File: config.mk
export PLATFORM = sky130hd
export DESIGN_NAME = ide_dual_bus
export DESIGN_NICKNAME = d
export VERILOG_FILES = /design/src/rtl/ide_dual_pkg.sv /design/src/rtl/ide_addr_decode.sv /design/src/rtl/ide_irq_chan.sv /design/src/rtl/ide_dma_route.sv /design/src/rtl/ide_read_mux.sv /design/src/rtl/ide_dual_bus.sv
export SDC_FILE = /design/constraint.sdc
export NUM_CORES = 1
export LEC_CHECK = 0
export ABC_AREA = 0
export BUFFER_PORTS_ARGS = -buffer_cell sky130_fd_sc_hd__buf_4
export CAP_MARGIN = 5
export CELL_PAD_IN_SITES_DETAIL_PLACEMENT = 1
export CELL_PAD_IN_SITES_GLOBAL_PLACEMENT = 1
export CORE_MARGIN = 5
export CORE_UTILIZATION = 35
export CTS_CLUSTER_SIZE = 14
export DETAILED_ROUTE_END_ITERATION = 7
export PLACE_DENSITY = 0.91
export SYNTH_ARGS = -nofsm -noshare
export SYNTH_HDL_FRONTEND = slang
export SYNTH_HIERARCHICAL = 1
export SYNTH_SLANG_ARGS = --single-unit
export TNS_END_PERCENT = 1
File: constraint.sdc
create_clock -name clk -period 5.05 [get_ports clk]
set_clock_uncertainty 0.05 [all_clocks]
set_input_delay 0.2525 -clock clk [delete_from_list [all_inputs] [get_ports clk]]
set_output_delay 0.2525 -clock clk [all_outputs]
set_load 0.01 [all_outputs]
File: src/rtl/ide_dual_pkg.sv
package ide_dual_pkg;
  localparam int BUS_AW   = 14;
  localparam int DATA_W   = 8;
  localparam int N_CH     = 2;
  localparam int CH_W     = 1;
  localparam int IDX_W    = 3;
  localparam int TF_SHIFT = 6;
  localparam int OFF_W    = 12;
  localparam int TF_TOP   = TF_SHIFT + IDX_W;

  localparam logic [OFF_W-1:0] OFF_IRQC  = 12'h200;
  localparam logic [OFF_W-1:0] OFF_STAT  = 12'h290;
  localparam logic [OFF_W-1:0] OFF_CTL   = 12'h380;
  localparam logic [7:0]       IDENT_ROW = 8'h28;

  localparam int SEL_ROUTE_BIT = 0;
  localparam int SEL_OPEN_BIT  = 5;

  typedef enum logic [2:0] {
    HIT_NONE, HIT_SEL, HIT_TF, HIT_CTL, HIT_IRQC, HIT_STAT, HIT_IDENT
  } hit_e;

  typedef struct packed {
    hit_e             kind;
    logic [CH_W-1:0]  ch;
    logic [IDX_W-1:0] idx;
  } hit_t;
endpackage

File: src/rtl/ide_addr_decode.sv
module ide_addr_decode
  import ide_dual_pkg::*;
(
  input  logic [BUS_AW-1:0] addr_i,
  output hit_t              hit_o
);
  logic [OFF_W-1:0] off;
  logic [1:0]       win;

  assign off = addr_i[OFF_W-1:0];
  assign win = addr_i[BUS_AW-1:OFF_W];

  always_comb begin
    hit_o.kind = HIT_NONE;
    hit_o.ch   = '0;
    hit_o.idx  = '0;
    if (addr_i == '0) begin
      hit_o.kind = HIT_SEL;
    end else if (win[1]) begin
      hit_o.ch = win[0];
      if (off[OFF_W-1:TF_TOP] == '0 && off[TF_SHIFT-1:0] == '0) begin
        hit_o.kind = HIT_TF;
        hit_o.idx  = off[TF_TOP-1:TF_SHIFT];
      end else if (off == OFF_CTL) begin
        hit_o.kind = HIT_CTL;
      end else if (off == OFF_IRQC) begin
        hit_o.kind = HIT_IRQC;
      end else if (off == OFF_STAT) begin
        hit_o.kind = HIT_STAT;
      end else if (!win[0] && off[OFF_W-1:4] == IDENT_ROW && off[1:0] == 2'b00) begin
        hit_o.kind = HIT_IDENT;
        hit_o.idx  = {1'b0, off[3:2]};
      end
    end
  end
endmodule

File: src/rtl/ide_irq_chan.sv
module ide_irq_chan (
  input  logic clk,
  input  logic rst_n,
  input  logic set_i,
  input  logic clr_i,
  input  logic irq_i,
  output logic en_o,
  output logic req_o
);
  always_ff @(posedge clk) begin
    if (!rst_n)     en_o <= 1'b0;
    else if (set_i) en_o <= 1'b1;
    else if (clr_i) en_o <= 1'b0;
  end

  assign req_o = en_o & irq_i;
endmodule

File: src/rtl/ide_dma_route.sv
module ide_dma_route
  import ide_dual_pkg::*;
(
  input  logic [CH_W-1:0] route_i,
  input  logic [N_CH-1:0] drv_dmarq_i,
  input  logic            dma_ack_i,
  output logic            dma_req_o,
  output logic [N_CH-1:0] drv_dmack_o
);
  assign dma_req_o = drv_dmarq_i[route_i];

  for (genvar c = 0; c < N_CH; c++) begin : g_ack
    assign drv_dmack_o[c] = dma_ack_i && (route_i == CH_W'(c));
  end
endmodule

File: src/rtl/ide_read_mux.sv
module ide_read_mux
  import ide_dual_pkg::*;
#(
  parameter logic [3:0]        CARD_TYPE = 4'd3,
  parameter logic [DATA_W-1:0] ROM_FILL  = 8'hFF
) (
  input  logic              clk,
  input  logic              rst_n,
  input  logic              rd_i,
  input  hit_t              hit_i,
  input  logic [DATA_W-1:0] sel_i,
  input  logic              open_i,
  input  logic [DATA_W-1:0] drv_rdata_i,
  input  logic [N_CH-1:0]   drv_irq_i,
  output logic [DATA_W-1:0] rdata_o
);
  localparam logic [(1<<IDX_W)-1:0] TYPE_EXT = {{((1<<IDX_W)-4){1'b0}}, CARD_TYPE};

  logic [DATA_W-1:0] nxt;

  always_comb begin
    nxt = '0;
    unique case (hit_i.kind)
      HIT_SEL:          nxt = sel_i;
      HIT_TF, HIT_CTL:  nxt = open_i ? drv_rdata_i : ROM_FILL;
      HIT_STAT:         nxt = {{(DATA_W-1){1'b0}}, drv_irq_i[hit_i.ch]};
      HIT_IDENT:        nxt = {{(DATA_W-1){1'b0}}, TYPE_EXT[hit_i.idx]};
      default:          nxt = '0;
    endcase
  end

  always_ff @(posedge clk) begin
    if (!rst_n)    rdata_o <= '0;
    else if (rd_i) rdata_o <= nxt;
  end
endmodule

File: src/rtl/ide_dual_bus.sv
module ide_dual_bus
  import ide_dual_pkg::*;
#(
  parameter logic [3:0]        CARD_TYPE = 4'd3,
  parameter logic [DATA_W-1:0] ROM_FILL  = 8'hFF
) (
  input  logic              clk,
  input  logic              rst_n,
  input  logic [BUS_AW-1:0] bus_addr,
  input  logic              bus_rd,
  input  logic              bus_wr,
  input  logic [DATA_W-1:0] bus_wdata,
  output logic [DATA_W-1:0] bus_rdata,
  input  logic [N_CH-1:0]   drv_irq,
  input  logic [DATA_W-1:0] drv_rdata,
  output logic [N_CH-1:0]   drv_cs_tf,
  output logic [N_CH-1:0]   drv_cs_ctl,
  output logic [IDX_W-1:0]  drv_reg,
  output logic              drv_rd,
  output logic              drv_wr,
  output logic [DATA_W-1:0] drv_wdata,
  input  logic [N_CH-1:0]   drv_dmarq,
  output logic              dma_req,
  input  logic              dma_ack,
  output logic [N_CH-1:0]   drv_dmack,
  output logic              card_irq
);
  hit_t              hit;
  logic [DATA_W-1:0] sel_q;
  logic [N_CH-1:0]   irq_en;
  logic [N_CH-1:0]   irq_req;
  logic              tf_open;
  logic              acc;
  logic              drv_hit;

  ide_addr_decode u_dec (.addr_i(bus_addr), .hit_o(hit));

  always_ff @(posedge clk) begin
    if (!rst_n)                          sel_q <= '0;
    else if (bus_wr && hit.kind == HIT_SEL) sel_q <= bus_wdata;
  end

  assign tf_open = sel_q[SEL_OPEN_BIT];
  assign acc     = bus_rd | bus_wr;
  assign drv_hit = tf_open && (hit.kind == HIT_TF || hit.kind == HIT_CTL);

  for (genvar c = 0; c < N_CH; c++) begin : g_ch
    logic ch_match;
    assign ch_match = (hit.ch == CH_W'(c));

    ide_irq_chan u_irq (
      .clk   (clk),
      .rst_n (rst_n),
      .set_i (bus_wr && hit.kind == HIT_IRQC && ch_match),
      .clr_i (bus_rd && hit.kind == HIT_IRQC && ch_match),
      .irq_i (drv_irq[c]),
      .en_o  (irq_en[c]),
      .req_o (irq_req[c])
    );

    assign drv_cs_tf[c]  = acc && tf_open && hit.kind == HIT_TF  && ch_match;
    assign drv_cs_ctl[c] = acc && tf_open && hit.kind == HIT_CTL && ch_match;
  end

  assign card_irq  = |irq_req;
  assign drv_reg   = (acc && tf_open && hit.kind == HIT_TF) ? hit.idx : '0;
  assign drv_rd    = bus_rd && drv_hit;
  assign drv_wr    = bus_wr && drv_hit;
  assign drv_wdata = bus_wdata;

  ide_dma_route u_route (
    .route_i     (sel_q[SEL_ROUTE_BIT]),
    .drv_dmarq_i (drv_dmarq),
    .dma_ack_i   (dma_ack),
    .dma_req_o   (dma_req),
    .drv_dmack_o (drv_dmack)
  );

  ide_read_mux #(.CARD_TYPE(CARD_TYPE), .ROM_FILL(ROM_FILL)) u_rmux (
    .clk         (clk),
    .rst_n       (rst_n),
    .rd_i        (bus_rd),
    .hit_i       (hit),
    .sel_i       (sel_q),
    .open_i      (tf_open),
    .drv_rdata_i (drv_rdata),
    .drv_irq_i   (drv_irq),
    .rdata_o     (bus_rdata)
  );
endmodule

==> results by group <==
Status
  • Run status: finished clean

Setup path
  • Data arrival time of the worst path: 2.37 ns
  • Most repeated library cell on the critical path: sky130_fd_sc_hd__buf_4
  • Nature of the critical path endpoint: output pin
  • Category of the worst setup path launch point: input pin
  • Setup slack on the worst flop-to-flop path: about 3.8 ns
  • Origin of the worst setup path: bus_addr[10]
  • Type of the worst setup path: input pin to output pin
  • Crit-path slowest cell: sky130_fd_sc_hd__a21boi_1
  • Buffers & Inverters on Critical Path: 2
  • Data required time of the critical path: 4.75 ns
  • Number of cells on the critical path: 7
  • Ordered list of cells on the worst path: buf_4 > nor4_4 > o211ai_1 > a21boi_1 > nand3b_2 > nor4b_1 > buf_4
  • Reg-to-Reg Start: sel_q[5]
  • Kind of cell adding the most delay to the critical path: simple AND/OR/NAND/NOR gates
  • Critical path peak fanout: 9
  • Crit path capture: drv_reg[2]
  • Path depth of the worst reg2reg path: 3
  • Endpoint of the lowest-slack register-to-register path: u_rmux/rdata_o[5]
  • CP peak stage delay: between 0.5 and 0.6 ns

Layout
  • Number of antenna repair diodes: 0
  • Final standard cell utilization of the core: 49.0%
  • Total Nets Final: about 270
  • Fraction of layout cells with a size suffix above 1: 39.2%
  • Commonest non-fill, non-tap cell in the layout: sky130_fd_sc_hd__buf_4
  • Layout-stage area growth over the synthesis result: 35.9%
  • Most frequent cells in the layout: sky130_fd_sc_hd__buf_4 (67), sky130_fd_sc_hd__nand2_1 (25), sky130_fd_sc_hd__dfxtp_1 (18), sky130_fd_sc_hd__inv_1 (10)

Clocking
  • Clock tree from TritonCTS: built
  • Total of cells resized after clock tree synthesis: 0
  • Worst skew pair latency: between 0.2 and 0.3 ns
  • Number of clock sinks seen by CTS: 18
  • Level count of the clock H-tree: 1
  • TritonCTS buffer count: 3
  • Post-CTS setup buffer count: 0
  • Cell chosen for the clock root: sky130_fd_sc_hd__clkbuf_8
  • Hold buffer count at CTS: 0
  • Number of buffers on the longest clock path: 2
  • Clock-pin slew of the registers on the worst-case setup and hold paths: 0.07 ns

Place
  • HPWL after detailed placement: roughly 3300 µm
  • Place WS: between 1.5 and 2 ns
  • Last weighted congestion value of the routability-driven placer: around 0.9
  • # port buffers: between 60 and 70

Synthesis
  • Number of synthesized flops with an enable pin: 0
  • Portion of the post-synthesis area used by sequential elements: around 25%
  • Most common flop cell mapped by yosys: sky130_fd_sc_hd__dfxtp_1
  • Post-synth net total: approximately 210
  • Top-area cell type share of the netlist area: 25.2%
  • Dominant cell type by area after synthesis: sky130_fd_sc_hd__dfxtp_1
  • Number of warnings printed during yosys synthesis: 6
  • Post-synthesis instance total: roughly 170
  • Synthesized cell area: ~1400 µm²
  • Fraction of synthesis flops using an asynchronous set or reset pin: 0%
  • Average cell area after synthesis: between 8 and 9 µm²
  • Area contributors post-synth: sky130_fd_sc_hd__dfxtp_1 (25%), sky130_fd_sc_hd__nand2_1 (6.6%), sky130_fd_sc_hd__mux2i_1 (6.3%), sky130_fd_sc_hd__buf_4 (4.7%), sky130_fd_sc_hd__o21a_1 (4.7%)
  • Number of distinct library cell variants in the gate-level netlist after synthesis: between 50 and 60
  • Synth Register Bits: 18

STA
  • Hold slack: between 0.2 and 0.25 ns
  • Pins Over Slew Limit: 0
  • Number of failing hold endpoints at the final stage: 0
  • Setup TNS: 0 ns
  • Max-slew headroom at the worst pin: 31.8%
  • Setup Viol. Count Final: 0
  • Share of the clock period used by the worst path after layout: between 50% and 60%
  • Peak Freq: 0.374 GHz
  • Unrepaired setup endpoints after global routing: false
  • Final worst slack: between 2 and 2.5 ns
  • Shortest period the worst path allows: between 2 and 3 ns
  • Tightest Pin Transition: 1.02 ns

Routing
  • Routed wire per std cell: 15.6 µm
  • Total number of vias: approximately 1500
  • DRC: 0
  • Post-detailed-route via-to-cell ratio: 5.26
  • Routed wire length: around 4300 µm
  • Violation count after the first detailed-route iteration: between 70 and 80
  • First-pass DRT Iterations: 4
  • Antenna Violating Nets Remaining: 0

Job
  • Number of violations of the max-capacitance limit: 0

Floorplan
  • Die outline area: about 5500 µm²
  • Number of I/O pins: between 60 and 70
  • Vertical die dimension: roughly 74 µm
  • Placeable Area: a little under 4000 µm²
  • Initial cell density of the core: 36.0%
  • Count of standard-cell rows: 23
  • Die width: between 70 and 80 µm

Global routing
  • Wire length of the first global-routing pass: 6980 µm
  • Total GRT Usage: between 10% and 20%
  • Vias in the first global route: between 1000 and 1500
  • Overflow after GRT: 0
  • Maximum number of pins on one net before global-route repair: 27
  • Antenna violations before repair: 0

Hold path
  • Class of the tightest hold or removal check: input pin to flip-flop

Pwr
  • Total leakage power: about 0.85 nW
  • Final Total Pwr: approximately 320 µW
  • Power Density: approximately 160 nW/µm²
  • Maximum resistive drop on vdd: roughly 0.00018 V
-- stage by stage --
stage | area, µm² | cells
4_1_cts | 1930 | 276
5_1_grt | 1950 | 277
3_5_place_dp | 1880 | 272
2_1_floorplan | 1430 | 172
3_3_place_gp | 1880 | 272
6_report | 1950 | 277
-- cell families (layout without fill, tap and decap cells) --
family,Yosys count,in the layout,share of synthesized area (%)
buffers and inverters,27,82,11.3
flip-flops,18,18,25.2
XOR/XNOR,1,1,0.612
AO/OA/AOI/OAI,33,33,17.7
AND/OR/NAND/NOR,83,83,37.8
multiplexers,10,10,7.34
-- report_power, final --
group / switching [mW] / internal [mW]
Clock: 0.0496 / 0.0694
Sequential: 0.00000919 / 0.142
Combinational: 0.0270 / 0.0309
-- per-layer routing --
metal,GRT usage (%),part of all wire [%],routed length [µm],vias to the layer above
li1,-,-,-,718
met1,20.7,43,1840,695
met2,26.9,50,2150,40
met3,3.78,6.1,261,5
met4,5.43,1.3,54,0
met5,0,0,0,-
-- final cells by class --
class	count	area [µm²]
fill	508	2030
multi-input combinational	127	916
timing repair buffer	68	514
sequential	18	360
tap	50	62.6
clock buffer	4	55.1
inverter	10	37.5
-- cell usage after synthesis (2+ instances only) --
cell type,instances
sky130_fd_sc_hd__nor2_1,4
sky130_fd_sc_hd__a2111oi_1,5
sky130_fd_sc_hd__buf_2,2
sky130_fd_sc_hd__buf_6,3
sky130_fd_sc_hd__nor4b_1,6
sky130_fd_sc_hd__nor3_1,5
sky130_fd_sc_hd__nor4_1,4
sky130_fd_sc_hd__dfxtp_1,18
sky130_fd_sc_hd__and3_1,4
sky130_fd_sc_hd__inv_1,10
sky130_fd_sc_hd__nand2_1,25
sky130_fd_sc_hd__nor4_4,2
sky130_fd_sc_hd__o32ai_1,2
sky130_fd_sc_hd__nor2b_4,2
sky130_fd_sc_hd__o21a_1,9
sky130_fd_sc_hd__nor2b_1,5
sky130_fd_sc_hd__and2_2,3
sky130_fd_sc_hd__nor3b_1,2
sky130_fd_sc_hd__and3b_1,2
sky130_fd_sc_hd__buf_4,9
sky130_fd_sc_hd__mux2i_1,9
sky130_fd_sc_hd__nand3_1,2
sky130_fd_sc_hd__and2b_1,3
sky130_fd_sc_hd__and2_1,3
sky130_fd_sc_hd__a21oi_1,7
-- state kept, by name, summed over array words and instances (netlist names) --
register / count
g_ch.u_irq/en_o: 2
u_rmux/rdata_o: 8
sel_q: 8
-- worst min path at each step --
stage	start	cells past startpoint	end	slack (ns)
3_5_place_dp	sel_q[7]	2	sel_q[7]	0.40
3_3_place_gp	sel_q[7]	2	sel_q[7]	0.40
5_1_grt	bus_wdata[4]	3	sel_q[4]	0.20
2_1_floorplan	rst_n	1	g_ch[0].u_irq/en_o	0.32
6_report	bus_wdata[4]	3	sel_q[4]	0.21
4_1_cts	bus_wdata[4]	3	sel_q[4]	0.20
-- worst register-to-register path: stages, from the launching register on --
cell,delay [ns]
sky130_fd_sc_hd__dfxtp_1,0.46
sky130_fd_sc_hd__a21oi_1,0.11
sky130_fd_sc_hd__a2111oi_1,0.43
sky130_fd_sc_hd__o21a_1,0.18
No activity file was read; power rests on OpenSTA's default activity.
